<file path="config.mk">
export PLATFORM = sky130hd
export DESIGN_NAME = xtalk_codec
export DESIGN_NICKNAME = d
export VERILOG_FILES = /design/src/rtl/xtc_pkg.sv /design/src/rtl/xtc_ctrl.sv /design/src/rtl/xtc_encoder.sv /design/src/rtl/xtc_decoder.sv /design/src/rtl/xtalk_codec.sv
export SDC_FILE = /design/constraint.sdc
export NUM_CORES = 1
export LEC_CHECK = 0
export BUFFER_PORTS_ARGS = -buffer_cell sky130_fd_sc_hd__clkbuf_2
export CAP_MARGIN = 10
export CORE_MARGIN = 2
export CORE_UTILIZATION = 25
export DETAILED_ROUTE_END_ITERATION = 8
export SYNTH_ARGS = -nofsm -noshare
export SYNTH_HDL_FRONTEND = slang
export SYNTH_SLANG_ARGS = --single-unit
</file>
<file path="constraint.sdc">
create_clock -name clk -period 4.2 [get_ports clk]
set_input_delay 0.21 -clock clk [delete_from_list [all_inputs] [get_ports clk]]
set_output_delay 0.21 -clock clk [all_outputs]
set_load 0.05 [all_outputs]
</file>
<file path="src/rtl/xtc_pkg.sv">
package xtc_pkg;
    typedef enum logic {
        MODE_PROG = 1'b0,
        MODE_RUN  = 1'b1
    } xtc_mode_e;
endpackage

</file>
<file path="src/rtl/xtc_ctrl.sv">
module xtc_ctrl
    import xtc_pkg::*;
(
    input  logic clk,
    input  logic rst,
    input  logic enable,
    output logic run,
    output logic prog_ok
);
    xtc_mode_e mode_q, mode_d;

    always_ff @(posedge clk) begin
        if (rst) mode_q <= MODE_PROG;
        else     mode_q <= mode_d;
    end

    // Transitions: PROG->RUN on enable, RUN->PROG on !enable
    always_comb begin
        mode_d = mode_q;
        unique case (mode_q)
            MODE_PROG: if (enable)  mode_d = MODE_RUN;
            MODE_RUN:  if (!enable) mode_d = MODE_PROG;
        endcase
    end

    always_comb begin
        unique case (mode_q)
            MODE_PROG: begin run = 1'b0; prog_ok = 1'b1; end
            MODE_RUN:  begin run = 1'b1; prog_ok = 1'b0; end
        endcase
    end
endmodule

</file>
<file path="src/rtl/xtc_encoder.sv">
module xtc_encoder #(
    parameter int N_SIG = 3,
    parameter int M_DAT = 2
) (
    input  logic                   clk,
    input  logic                   rst,
    input  logic                   run,
    input  logic                   tx_valid,
    input  logic [M_DAT-1:0]       tx_data,
    input  logic [N_SIG-1:0]       start_vec,
    input  logic                   wr_en,
    input  logic [N_SIG+M_DAT-1:0] wr_addr,
    input  logic [N_SIG-1:0]       wr_data,
    output logic [N_SIG-1:0]       bus_out
);
    localparam int AW    = N_SIG + M_DAT;
    localparam int DEPTH = 1 << AW;

    logic [N_SIG-1:0] next_tbl [DEPTH];
    logic [N_SIG-1:0] cur_q;

    always_ff @(posedge clk) begin
        if (wr_en) next_tbl[wr_addr] <= wr_data;
    end

    // Present vector walks the programmed graph; idle keeps a self-edge
    always_ff @(posedge clk) begin
        if (rst || !run)   cur_q <= start_vec;
        else if (tx_valid) cur_q <= next_tbl[{cur_q, tx_data}];
    end

    assign bus_out = cur_q;
endmodule

</file>
<file path="src/rtl/xtc_decoder.sv">
module xtc_decoder #(
    parameter int N_SIG = 3,
    parameter int M_DAT = 2
) (
    input  logic               clk,
    input  logic               rst,
    input  logic               run,
    input  logic [N_SIG-1:0]   rx_bus,
    input  logic [N_SIG-1:0]   start_vec,
    input  logic               wr_en,
    input  logic [2*N_SIG-1:0] wr_addr,
    input  logic [M_DAT:0]     wr_data,
    output logic               rx_valid,
    output logic [M_DAT-1:0]   rx_data,
    output logic               code_err
);
    localparam int AW    = 2 * N_SIG;
    localparam int DEPTH = 1 << AW;

    logic [M_DAT:0]     dec_tbl [DEPTH];
    logic [N_SIG-1:0]   last_q;
    logic [M_DAT:0]     entry;
    logic               moved;

    always_ff @(posedge clk) begin
        if (wr_en) dec_tbl[wr_addr] <= wr_data;
    end

    assign entry = dec_tbl[{last_q, rx_bus}];
    assign moved = (last_q != rx_bus);

    always_ff @(posedge clk) begin
        if (rst) begin
            last_q   <= start_vec;
            rx_valid <= 1'b0;
            rx_data  <= '0;
            code_err <= 1'b0;
        end else if (!run) begin
            last_q   <= start_vec;
            rx_valid <= 1'b0;
        end else begin
            last_q   <= rx_bus;
            rx_valid <= moved && entry[M_DAT];
            if (moved && entry[M_DAT])  rx_data  <= entry[M_DAT-1:0];
            if (moved && !entry[M_DAT]) code_err <= 1'b1;
        end
    end
endmodule

</file>
<file path="src/rtl/xtalk_codec.sv">
module xtalk_codec #(
    parameter int N_SIG = 3,
    parameter int M_DAT = 2
) (
    input  logic               clk,
    input  logic               rst,
    input  logic               enable,
    input  logic [N_SIG-1:0]   start_vec,
    input  logic               tbl_we,
    input  logic               tbl_sel,
    input  logic [2*N_SIG-1:0] tbl_addr,
    input  logic [N_SIG-1:0]   tbl_wdata,
    input  logic               tx_valid,
    input  logic [M_DAT-1:0]   tx_data,
    output logic [N_SIG-1:0]   bus_out,
    input  logic [N_SIG-1:0]   rx_bus,
    output logic               rx_valid,
    output logic [M_DAT-1:0]   rx_data,
    output logic               code_err
);
    localparam int ENC_AW = N_SIG + M_DAT;

    logic run;
    logic prog_ok;
    logic enc_we;
    logic dec_we;

    xtc_ctrl u_ctrl (
        .clk     (clk),
        .rst     (rst),
        .enable  (enable),
        .run     (run),
        .prog_ok (prog_ok)
    );

    assign enc_we = tbl_we && prog_ok && !tbl_sel;
    assign dec_we = tbl_we && prog_ok &&  tbl_sel;

    xtc_encoder #(.N_SIG(N_SIG), .M_DAT(M_DAT)) u_enc (
        .clk       (clk),
        .rst       (rst),
        .run       (run),
        .tx_valid  (tx_valid),
        .tx_data   (tx_data),
        .start_vec (start_vec),
        .wr_en     (enc_we),
        .wr_addr   (tbl_addr[ENC_AW-1:0]),
        .wr_data   (tbl_wdata),
        .bus_out   (bus_out)
    );

    xtc_decoder #(.N_SIG(N_SIG), .M_DAT(M_DAT)) u_dec (
        .clk       (clk),
        .rst       (rst),
        .run       (run),
        .rx_bus    (rx_bus),
        .start_vec (start_vec),
        .wr_en     (dec_we),
        .wr_addr   (tbl_addr),
        .wr_data   (tbl_wdata[M_DAT:0]),
        .rx_valid  (rx_valid),
        .rx_data   (rx_data),
        .code_err  (code_err)
    );
endmodule

</file>
After elaboration in Yosys (flattened, before gate mapping). Memory sizes are Yosys's and may differ from the RTL's. Cells that the tools add are included.

Bits in registers: 11. Memories: 2. Output and inout port bits: 7. RAM bits: 288.

Bitwise logic cells: 2. Eq/ne operators: 1. Reductions and logical operators: 13. Mux-type cells: 11.

Memories: u_dec.dec_tbl (words 64, width 3, rd ports 1, clocked after Yosys merged registers in 0, write ports 1, RTL line xtc_decoder.sv:20) `logic [M_DAT:0] dec_tbl [DEPTH];`; u_enc.next_tbl (words 32, width 3, rd ports 1, clocked after Yosys merged registers in 0, write ports 1, RTL line xtc_encoder.sv:19) `logic [N_SIG-1:0] next_tbl [DEPTH];`.

Operators with widths (count): two-way mux 3 bit (4); logical AND 1 bit (5); two-way mux 1 bit (5); one-hot mux 1 bit (2 select lines) (2); AND reduction 2 bit (2); zero test 1 bit (3); inequality test 3 bit (1); inverter 1 bit (2); nonzero test 2 bit (1); OR reduction 2 bit (1); logical OR 1 bit (1).

Logic depth before layout (Yosys ltp).
Depth after elaboration: 6. Mapped depth: 9.

Hierarchy. From an unflattened synthesis, not the netlist that was laid out.

Cells, all modules: 696. Area total of the unflattened synthesis: 12311.8 um^2.

Modules (own cells, without submodules): xtc_decoder (cells each 439, area an instance 8115.3 um^2, instances 1, sequential area each 5905.7 um^2); xtc_encoder (cells each 252, area an instance 4142.7 um^2, instances 1, sequential area each 2972.9 um^2); xtc_ctrl (cells each 3, area an instance 37.5 um^2, instances 1, sequential area each 20.0 um^2); xtalk_codec (cells each 2, area an instance 16.3 um^2, instances 1, sequential area each 0.0 um^2).

Least setup slack after synthesis. Ideal clock, no wire load.

Path kind: input -> register. Start: in tx_data[0]. End: reg u_enc.cur_q[0] (netlist: u_enc.bus_out[0]), data pin. Setup slack: 1938 ps. Arrival: 2002 ps. Cell stages on the path: 6. Data required time: 3940 ps. Path through: clkbuf_1 -> buf_2 -> mux4_2 -> mux4_2 -> mux2i_1 -> o21ai_1.

Word-level cells in the longest chain between the ends: 3.

Ends and longest elaborated chain: from (decl) (RTL line xtalk_codec.sv:14) `input logic [M_DAT-1:0] tx_data,`; memory (32 x 3 bit); two-way mux 3 bit (RTL line xtc_encoder.sv:29) `else if (tx_valid) cur_q <= next_tbl[{cur_q, tx_data}];`; two-way mux 3 bit (RTL line xtc_encoder.sv:28) `if (rst || !run) cur_q <= start_vec;`; to (signal assigned) (RTL line xtc_encoder.sv:28); to (signal assigned) (RTL line xtc_encoder.sv:29); to (decl) (RTL line xtc_encoder.sv:20) `logic [N_SIG-1:0] cur_q;`.

No other way between the ends. The select of a mux whose other input is x is not followed. A chain may end at the register's enable or synchronous reset.

Worst setup path after layout.
Start: reg u_dec.last_q[1]. End: reg u_dec.rx_data[1].

Word-level cells in the longest chain between the ends: 3. Elaborated cells between the ends (all ways): 4. Classes of those cells: eq/ne: 1; reduce/logical: 2; memory: 1.

Ends and longest elaborated chain: from (decl) (RTL line xtc_decoder.sv:21) `logic [N_SIG-1:0] last_q;`; from (signal assigned) (RTL line xtc_decoder.sv:34) `last_q <= start_vec;`; from (signal assigned) (RTL line xtc_decoder.sv:39) `last_q <= start_vec;`; from (signal assigned) (RTL line xtc_decoder.sv:42) `last_q <= rx_bus;`; memory (64 x 3 bit) or inequality test 3 bit (tied branches); logical AND 1 bit (RTL line xtc_decoder.sv:44) `if (moved && entry[M_DAT]) rx_data <= entry[M_DAT-1:0];`; AND reduction 2 bit (no line); to (signal assigned) (RTL line xtc_decoder.sv:44); to (decl) (RTL line xtc_decoder.sv:14) `output logic [M_DAT-1:0] rx_data,`.

Parallel ways exist; a longest one is shown, timed or not.

==> impl_metrics.tcl <==
set metrics [dict create \
    multiInputGateArea_sq_um 2940 \
    relSlewSlack_pct 33.6 \
    initialDrtViolationCount 511 \
    max_freq_mhz 437 \
    cap_violations 0 \
    numCtsBuffers 27 \
    drtPass1Iterations 5 \
    clock_sinks 299 \
    die_y_microns 223 \
    grt_setup_unrepaired "false" \
    syn_to_final_growth_pct 14.7 \
    post_drt_via_cell_ratio 4.53 \
    critical_path_class "flip-flop to flip-flop" \
    final_layout_size_suffix_gt1_share_pct 21.5 \
    gr-total-overflow 0 \
    place_ws_ps 1560 \
    nets 697 \
    start_util_pct 25.2 \
    critical_path.cell_chain "nor2b_1, a22oi_1, a21boi_0, nor4_1, a21o_1, a21oi_1" \
    hpwlAfterDp_mm 16.6 \
    final_cell_mix "edfxtp_1 (291), nor2_1 (100), mux4_2 (70)" \
    worstPathArrival_ps 2760 \
    cp_slowest_cell "nor2b_1" \
    grt_antenna_before_repair 2 \
    io_pins 30 \
    pwr_density_cell_nw_per_um2 450 \
    async_flop_share_pct 0 \
    crit_path_max_incr_delay_ps 750 \
    dominantRegCellSynth "edfxtp_1" \
    worstSetupEndpointType "flip-flop" \
    clock_latency_ps 550 \
    grt_max_degree 97 \
    worst_clock_skew_ps 9.41 \
    finalHoldViolCount 0 \
    wl_per_cell_microns 19.8 \
    cts_resized 0 \
    cts_tree "done" \
    critical_path_required_ps 4670 \
    port_buffers 29 \
    tns_ps 0 \
    peakVddDrop_v 0.000261 \
    period_minus_slack_ps 2290 \
    ys_seq_elements 299 \
    synth.distinct_cells 38 \
    synth-seq-area-share_pct 74.0 \
    setup_viol 0 \
    syn_inst 635 \
    period_share_pct 54.5 \
    vias 5933 \
    fp.dieW_microns 223 \
    holdWs_ps 73.5 \
    rows 80 \
    htreeDepth 1 \
    setup_ws_ps 1910 \
    diodes 0 \
    clockBufferDepth 3 \
    avgSynthCellArea_sq_um 18.9 \
    hold_path_class "primary input to flip-flop" \
    finalMaxSlewViolations 0 \
    cts_setup_buffers 0 \
    yosysWarningCount 0 \
    routabilityCongestion 0.794 \
    p_leak_nw 4.20 \
    drc 0 \
    antenna_left 0 \
    fillers 4654 \
    routed_wl_mm 25.9 \
    syn_area_sq_um 12000 \
    tightest_slew_ps 996 \
    syn_nets 658 \
    final_core_util_pct 28.9 \
    grt_pass1_wl_mm 38.8 \
    synth_edf_count 291 \
    core-area_sq_um 47600 \
    cts_root_buffer "clkbuf_16" \
    clk_pin_slew_ps 70 \
    start_kind "flip-flop" \
    cp_max_fo 9 \
    regArea_sq_um 8900 \
    grt_pass1_vias 6175 \
    final_common_cell "edfxtp_1" \
    die_area_sq_um 49800 \
    run_status "completed" \
    gr-usage-all-layers_pct 10.4 \
]
cell families after synthesis:
group                  Yosys count  share of synthesized area [%]
multiplexers                    95                           15.9
XOR/XNOR                         3                          0.219
buffers and inverters           32                           1.51
AND/OR/NAND/NOR                168                           6.06
flip-flops                     299                           74.0
AO/OA/AOI/OAI                   38                           2.30
registers in the layout, summed over array words and instances (netlist names):
| signal | count |
|---|---|
| u_ctrl.mode_q | 1 |
| u_dec.code_err | 1 |
| u_dec.dec_tbl | 192 |
| u_dec.last_q | 3 |
| u_dec.rx_data | 2 |
| u_dec.rx_valid | 1 |
| u_enc.bus_out | 3 |
| u_enc.next_tbl | 96 |
power breakdown:
group	internal (W)	switching, W	total (W)
clock	0.00149	0.00107	0.00256
combinational	0.000126	0.000206	0.000332
sequential	0.00328	0.0000182	0.00330
total	0.00490	0.00130	0.00620
through the flow:
step / std cells / power [W] / instance area (sq um)
6_report: 1309 / 0.00620 / 13800
5_1_grt: 1309 / 0.00638 / 13800
3_3_place_gp: 1254 / 0.00370 / 12800
3_5_place_dp: 1254 / 0.00370 / 12800
4_1_cts: 1308 / 0.00625 / 13800
2_1_floorplan: 635 / 0.00357 / 12000
layout make-up:
class	count	area share, %
repair buffers	42	1.89
flip-flops and latches	299	64.6
clock inverters	18	1.63
clock buffers	31	5.01
well taps	615	5.58
multi-input cells	304	21.3
Yosys cell counts, types with 8 or more instances:
library cell | number | area [sq um]
a22oi_1 | 17 | 128
buf_2 | 8 | 40.0
clkbuf_1 | 13 | 48.8
dfxtp_1 | 8 | 160
edfxtp_1 | 291 | 8740
mux2i_1 | 20 | 200
mux4_2 | 70 | 1580
nand2_1 | 28 | 105
nand3_1 | 8 | 40.0
nor2_1 | 100 | 375
nor2b_1 | 11 | 68.8
worst max-delay path: cells and delay by family (launching register included):
kind	cells	cell delay, ps
AND/OR/NAND/NOR	2	850
AO/OA/AOI/OAI	4	890
flip-flops	1	480
final timing paths:
| check | start | end | slack (ps) | depth (start not counted) |
|---|---|---|---|---|
| worst max-delay path | u_dec.last_q[1]$_DFF_P_ | u_dec.rx_data[1]$_SDFFE_PP0P_ | 1910 | 6 |
| worst min-delay path | tx_valid | u_enc.bus_out[1]$_DFFE_PP_ | 70 | 2 |
| worst max register to register | u_dec.last_q[1]$_DFF_P_ | u_dec.rx_data[1]$_SDFFE_PP0P_ | 1910 | 6 |
| worst min register to register | u_dec.rx_data[0]$_SDFFE_PP0P_ | u_dec.rx_data[0]$_SDFFE_PP0P_ | 510 | 2 |
metal layers:
layer	vias to the layer above	wire length, microns	global-route usage, %
li1	2633	-	-
met1	3082	10200	12.6
met2	170	13600	18.9
met3	44	1360	1.50
met4	4	698	3.78
met5	-	23	0
timing repair:
item | CTS | global route
setup endpoints to repair | 0 | 0
hold buffers | 5 | 1
endpoints found under the hold margin | 6 | 1
(Power assumes the default switching activity.)
